--- config.mk ---
export PLATFORM = sky130hd
export DESIGN_NAME = sdi_port
export DESIGN_NICKNAME = d
export VERILOG_FILES = /design/src/rtl/sdi_pkg.sv /design/src/rtl/sdi_sync.sv /design/src/rtl/sdi_ctrl.sv /design/src/rtl/sdi_datapath.sv /design/src/rtl/sdi_port.sv
export SDC_FILE = /design/constraint.sdc
export NUM_CORES = 1
export LEC_CHECK = 0
export BUFFER_PORTS_ARGS = -buffer_cell sky130_fd_sc_hd__clkbuf_2
export CAP_MARGIN = 5
export CORE_UTILIZATION = 54
export CTS_CLUSTER_DIAMETER = 40
export CTS_CLUSTER_SIZE = 40
export DETAILED_ROUTE_END_ITERATION = 16
export PLACE_DENSITY_LB_ADDON = 0.25
export SYNTH_ARGS = -nofsm -noshare
export SYNTH_HDL_FRONTEND = slang
export SYNTH_SLANG_ARGS = --single-unit
--- constraint.sdc ---
create_clock -name clk -period 1.6 [get_ports clk]
set_input_delay 0.24 -clock clk [delete_from_list [all_inputs] [get_ports clk]]
set_output_delay 0.24 -clock clk [all_outputs]
set_load 0.005 [all_outputs]
--- src/rtl/sdi_pkg.sv ---
package sdi_pkg;
  // control-to-datapath strobes, all one system cycle wide
  typedef struct packed {
    logic loadDiag;  // capture channel status into the output shifter
    logic shift;     // one serial bit in, one serial bit out
    logic commit;    // transfer input shifter to the command register
  } sdiStrobe_t;
endpackage

--- src/rtl/sdi_sync.sv ---
module sdi_sync #(
  parameter int Width = 1,
  parameter int Stages = 2,
  parameter logic [Width-1:0] ResetVal = '0
) (
  input  logic             clk,
  input  logic             rstN,
  input  logic [Width-1:0] d,
  output logic [Width-1:0] q
);
  logic [Width-1:0] stage [Stages];

  for (genvar g = 0; g < Stages; g++) begin : gStage
    always_ff @(posedge clk or negedge rstN) begin
      if (!rstN) stage[g] <= ResetVal;
      else if (g == 0) stage[g] <= d;
      else stage[g] <= stage[(g == 0) ? 0 : g - 1];
    end
  end

  assign q = stage[Stages-1];
endmodule

--- src/rtl/sdi_ctrl.sv ---
module sdi_ctrl
  import sdi_pkg::*;
#(
  parameter int NumChan = 8
) (
  input  logic       clk,
  input  logic       rstN,
  input  logic       selS,
  input  logic       sclkS,
  output sdiStrobe_t strb,
  output logic       active,
  output logic       frameOk
);
  localparam int CntW = (NumChan > 1) ? $clog2(NumChan) : 1;
  localparam logic [CntW-1:0] LastCnt = CntW'(NumChan - 1);

  logic selPrev, sclkPrev, anyClk;
  logic [CntW-1:0] bitCnt;
  logic selFall, selRise, sclkRise;

  assign selFall  = selPrev & ~selS;
  assign selRise  = ~selPrev & selS;
  assign sclkRise = ~sclkPrev & sclkS;

  always_comb begin
    strb.loadDiag = selFall;
    strb.shift    = sclkRise & active & ~selS;
    strb.commit   = selRise & active;
  end

  always_ff @(posedge clk or negedge rstN) begin
    if (!rstN) begin
      selPrev  <= 1'b1;
      sclkPrev <= 1'b1;
      active   <= 1'b0;
      anyClk   <= 1'b0;
      bitCnt   <= '0;
      frameOk  <= 1'b0;
    end else begin
      selPrev  <= selS;
      sclkPrev <= sclkS;
      frameOk  <= 1'b0;
      if (selFall) begin
        active <= 1'b1;
        anyClk <= 1'b0;
        bitCnt <= '0;
      end else if (strb.commit) begin
        active  <= 1'b0;
        frameOk <= anyClk & (bitCnt == '0);
      end else if (strb.shift) begin
        anyClk <= 1'b1;
        bitCnt <= (bitCnt == LastCnt) ? '0 : bitCnt + 1'b1;
      end
    end
  end
endmodule

--- src/rtl/sdi_datapath.sv ---
module sdi_datapath
  import sdi_pkg::*;
#(
  parameter int NumChan = 8
) (
  input  logic               clk,
  input  logic               rstN,
  input  sdiStrobe_t         strb,
  input  logic               dinS,
  input  logic [NumChan-1:0] diagIn,
  output logic [NumChan-1:0] chanEn,
  output logic               sdoBit
);
  logic [NumChan-1:0] inShift, outShift, cmdReg;

  always_ff @(posedge clk or negedge rstN) begin
    if (!rstN) begin
      inShift  <= '0;
      outShift <= '0;
      cmdReg   <= '0;
    end else begin
      if (strb.loadDiag) outShift <= diagIn;
      else if (strb.shift) outShift <= {1'b0, outShift[NumChan-1:1]};
      if (strb.shift) inShift <= {dinS, inShift[NumChan-1:1]};
      if (strb.commit) cmdReg <= inShift;
    end
  end

  assign chanEn = cmdReg;
  assign sdoBit = outShift[0];
endmodule

--- src/rtl/sdi_port.sv ---
module sdi_port
  import sdi_pkg::*;
#(
  parameter int NumChan = 8,
  parameter int SyncStages = 2
) (
  input  logic               clk,
  input  logic               rstN,
  input  logic               selN,
  input  logic               sclk,
  input  logic               sdin,
  input  logic [NumChan-1:0] diagIn,
  output logic               sdo,
  output logic               sdoEn,
  output logic [NumChan-1:0] chanEn,
  output logic               frameOk
);
  logic [2:0] pinSync;
  sdiStrobe_t strb;
  logic active, sdoBit;

  sdi_sync #(.Width(3), .Stages(SyncStages), .ResetVal(3'b011)) uSync (
    .clk(clk), .rstN(rstN), .d({sdin, sclk, selN}), .q(pinSync)
  );

  sdi_ctrl #(.NumChan(NumChan)) uCtrl (
    .clk(clk), .rstN(rstN), .selS(pinSync[0]), .sclkS(pinSync[1]),
    .strb(strb), .active(active), .frameOk(frameOk)
  );

  sdi_datapath #(.NumChan(NumChan)) uData (
    .clk(clk), .rstN(rstN), .strb(strb), .dinS(pinSync[2]),
    .diagIn(diagIn), .chanEn(chanEn), .sdoBit(sdoBit)
  );

  assign sdoEn = active;
  assign sdo   = active & sdoBit;
endmodule

==> run_results.csv <==
group,metric,value,unit
pwr,vdd_drop_max,931,uV
setup_path,required,1.86,ns
setup_path,cp_max_fo,8,
floorplanning,dieArea,0.00307,sq mm
timing,rsz0062_at_grt,"no",
synthesis,yosysWarningCount,0,
setup_path,worstSetupPathType,"reg2reg",
timing,timing.fmax,740,MHz
drt,wl,2540,um
setup_path,crit_arrival,1.61,ns
synthesis,synth_top_area_cell,"dfrtp_1",
setup_path,worst-path-stages,4,
setup_path,slowest_stage,"dfstp_2",
timing,slew_headroom,69.3,%
setup_path,r2r_cells,4,
synthesis,ys_ff_latch,38,
timing,drv_slew,0,
pwr,p_total,0.00193,W
setup_path,path_buf_inv,1,
synthesis,synth.distinct_cells,30,
setup_path,startpoint,"uSync.q[0]",
final_layout,synthToLayoutAreaGrowth,15.9,%
pwr,power.density,1080,mW/mm^2
final_layout,n_antenna_cell,0,
job,drv_cap,0,
setup_path,r2r_slack,0.25,ns
run_status,status,"finished, final reports clean",
synthesis,synth_top_area_share,52.1,%
drt,drt_iter0_markers,42,
cts,cts.clk_slew.worst_paths,0.11,ns
pwr,p_leak,0.926,nW
global_route,grt_pass1_wl,4390,um
setup_path,endpoint,"uData.outShift[0]",
cts,cts_resized,0,
final_layout,drive_above_1_share,34.8,%
drt,first_pass_iters,4,
timing,min_period,1.35,ns
hold_path,hp-class,"in2reg",
cts,numClockSinks,38,
timing,setup_viol,0,
floorplanning,rows,18,
cts,clock_tree.root_cell,"clkbuf_4",
setup_path,end_kind,"flop",
final_layout,fillerInstances,209,
synthesis,async_flop_share,100,%
place,place_congestion,0.840,
cts,insertion_delay,0.35,ns
setup_path,path_cells,"nand4bb_1, buf_4, nand2_1, a31oi_1",
floorplanning,die_w,55.4,um
synthesis,ys_seq_area_share,62.3,%
floorplanning,core,0.00259,sq mm
cts,postCtsHoldBufs,4,
cts,cts_setup_buffers,0,
global_route,grt_pass1_vias,1009,
drt,drc,0,
hold_path,min-delay-start,"diagIn[4]",
timing,tightestPinTransition,0.460,ns
synthesis,synth_top_flop_cell,"dfrtp_1",
floorplanning,die_height,55.4,um
place,numPortBuffers,23,
global_route,grt_remaining_overflow,0,
synthesis,synth_area_leaders,"dfrtp_1, dfstp_2, nand2_1",
global_route,antenna_found_initial,0,
global_route,grt_max_degree,39,
setup_path,slowest_delay,0.61,ns
place,dp_hpwl,1780,um
synthesis,syn_area,0.00154,sq mm
timing,finalHoldViolCount,0,
cts,cts_tree,"done",
drt,via_per_inst,5.31,
drt,post_drt_wl_per_cell,13.1,um
cts,clockBufferDepth,2,
drt,vias,1030,
setup_path,startpoint_type,"flop",
global_route,grt_usage,18.7,%
timing,period_share,84.4,%
floorplanning,pin_count,24,
timing,skew,0.0159,ns
synthesis,synth-edff-count,0,
setup_path,worstReg2RegStart,"uSync.q[0]",
synthesis,avgSynthCellArea,11.9,sq um
setup_path,crit_family,"flip-flops",
setup_path,r2r_end,"uData.outShift[0]",
floorplanning,initial_core_util,59.4,%
drt,postRouteAntennaNets,0,
cts,htree_levels,2,
timing,fin_tns_setup,0,ns
cts,cts_buffers,5,
final_layout,final_nets,179,
synthesis,synth_nets,145,
synthesis,synth_cells,129,
layout by cell type, fill, tap and decap left out, drive strengths merged, types with 3 or more instances in the layout:
master / netlist / routed
nand2: 36 / 36
dfrtp: 32 / 32
clkbuf: 0 / 30
nand3: 16 / 16
mux2: 9 / 9
buf: 6 / 6
dfstp: 6 / 6
dlygate4sd3: 0 / 4
inv: 3 / 3
ha: 3 / 3
Yosys cell counts, types with 2 or more instances:
library cell,n
nand3_1,15
buf_6,3
ha_1,3
buf_4,2
dfstp_2,6
nand2_1,36
mux2_2,8
dfrtp_1,32
inv_1,3
power by group:
group,internal (W),switching (W)
logic,0.000134,0.000119
registers,0.00108,0.0000770
clock network,0.000213,0.000301
total,0.00143,0.000497
cell type report:
cell class / count / area (sq um) / area share (%)
multi-input cells: 82 / 514 / 28.9
flip-flops and latches: 38 / 958 / 53.8
clock inverters: 1 / 5.00 / 0.281
repair buffers: 33 / 200 / 11.2
well taps: 30 / 37.5 / 2.11
inverters: 3 / 11.3 / 0.632
clock buffers: 7 / 55.1 / 3.09
registers in the layout, summed over array words and instances (netlist names):
signal          flops
uData.outShift      8
uSync.stage         3
uCtrl.sclkPrev      1
uCtrl.selPrev       1
uData.chanEn        8
uCtrl.anyClk        1
uCtrl.active        1
uCtrl.frameOk       1
uSync.q             3
uCtrl.bitCnt        3
uData.inShift       8
worst min-delay path by stage:
stage               depth (start not counted)  slack, ns                 to
CTS                                         3       0.07  uData.outShift[4]
floorplan                                   0      -0.06       uCtrl.active
global placement                            2       0.30  uData.outShift[3]
finish                                      3       0.09  uData.outShift[4]
detailed placement                          2       0.31  uData.outShift[3]
global route                                3       0.09  uData.outShift[4]
worst min-delay path, delay by kind of cell:
| family | cells | cell delay, ns |
|---|---|---|
| simple gates | 2 | 0.09 |
| buf+inv | 1 | 0.07 |
layer usage:
layer  wire (um)  vias up  track usage, %
met3         123        8            5.15
met4          63        0            11.8
met1        1180      496            24.7
li1            -      493               -
met2        1180       33            27.2
met5           0        -               0
per-stage QoR:
| step | hold slack [ns] | worst slack, ns | cells | util (%) | area, sq um |
|---|---|---|---|---|---|
| after global routing | 0.0880 | 0.131 | 194 | 68.8 | 1780 |
| after CTS | 0.0742 | 0.236 | 194 | 68.8 | 1780 |
| after global placement | 0.303 | 0.269 | 182 | 64.9 | 1680 |
| after detailed placement | 0.306 | 0.250 | 182 | 64.9 | 1680 |
| final | 0.0853 | 0.249 | 194 | 68.8 | 1780 |
| after floorplan | -0.0556 | 0.331 | 129 | - | 1540 |
logic make-up (layout without fill, tap and decap cells):
| logic type | Yosys count | after routing | share of synthesized area (%) |
|---|---|---|---|
| adders and majority gates | 4 | 4 | 3.09 |
| buffers and inverters | 9 | 44 | 4.23 |
| AOI/OAI and AO/OA | 6 | 6 | 2.93 |
| muxes | 10 | 10 | 7.49 |
| and+or+nand+nor | 62 | 62 | 19.9 |
| DFF | 38 | 38 | 62.3 |
No activity file was read; power rests on OpenSTA's default activity.
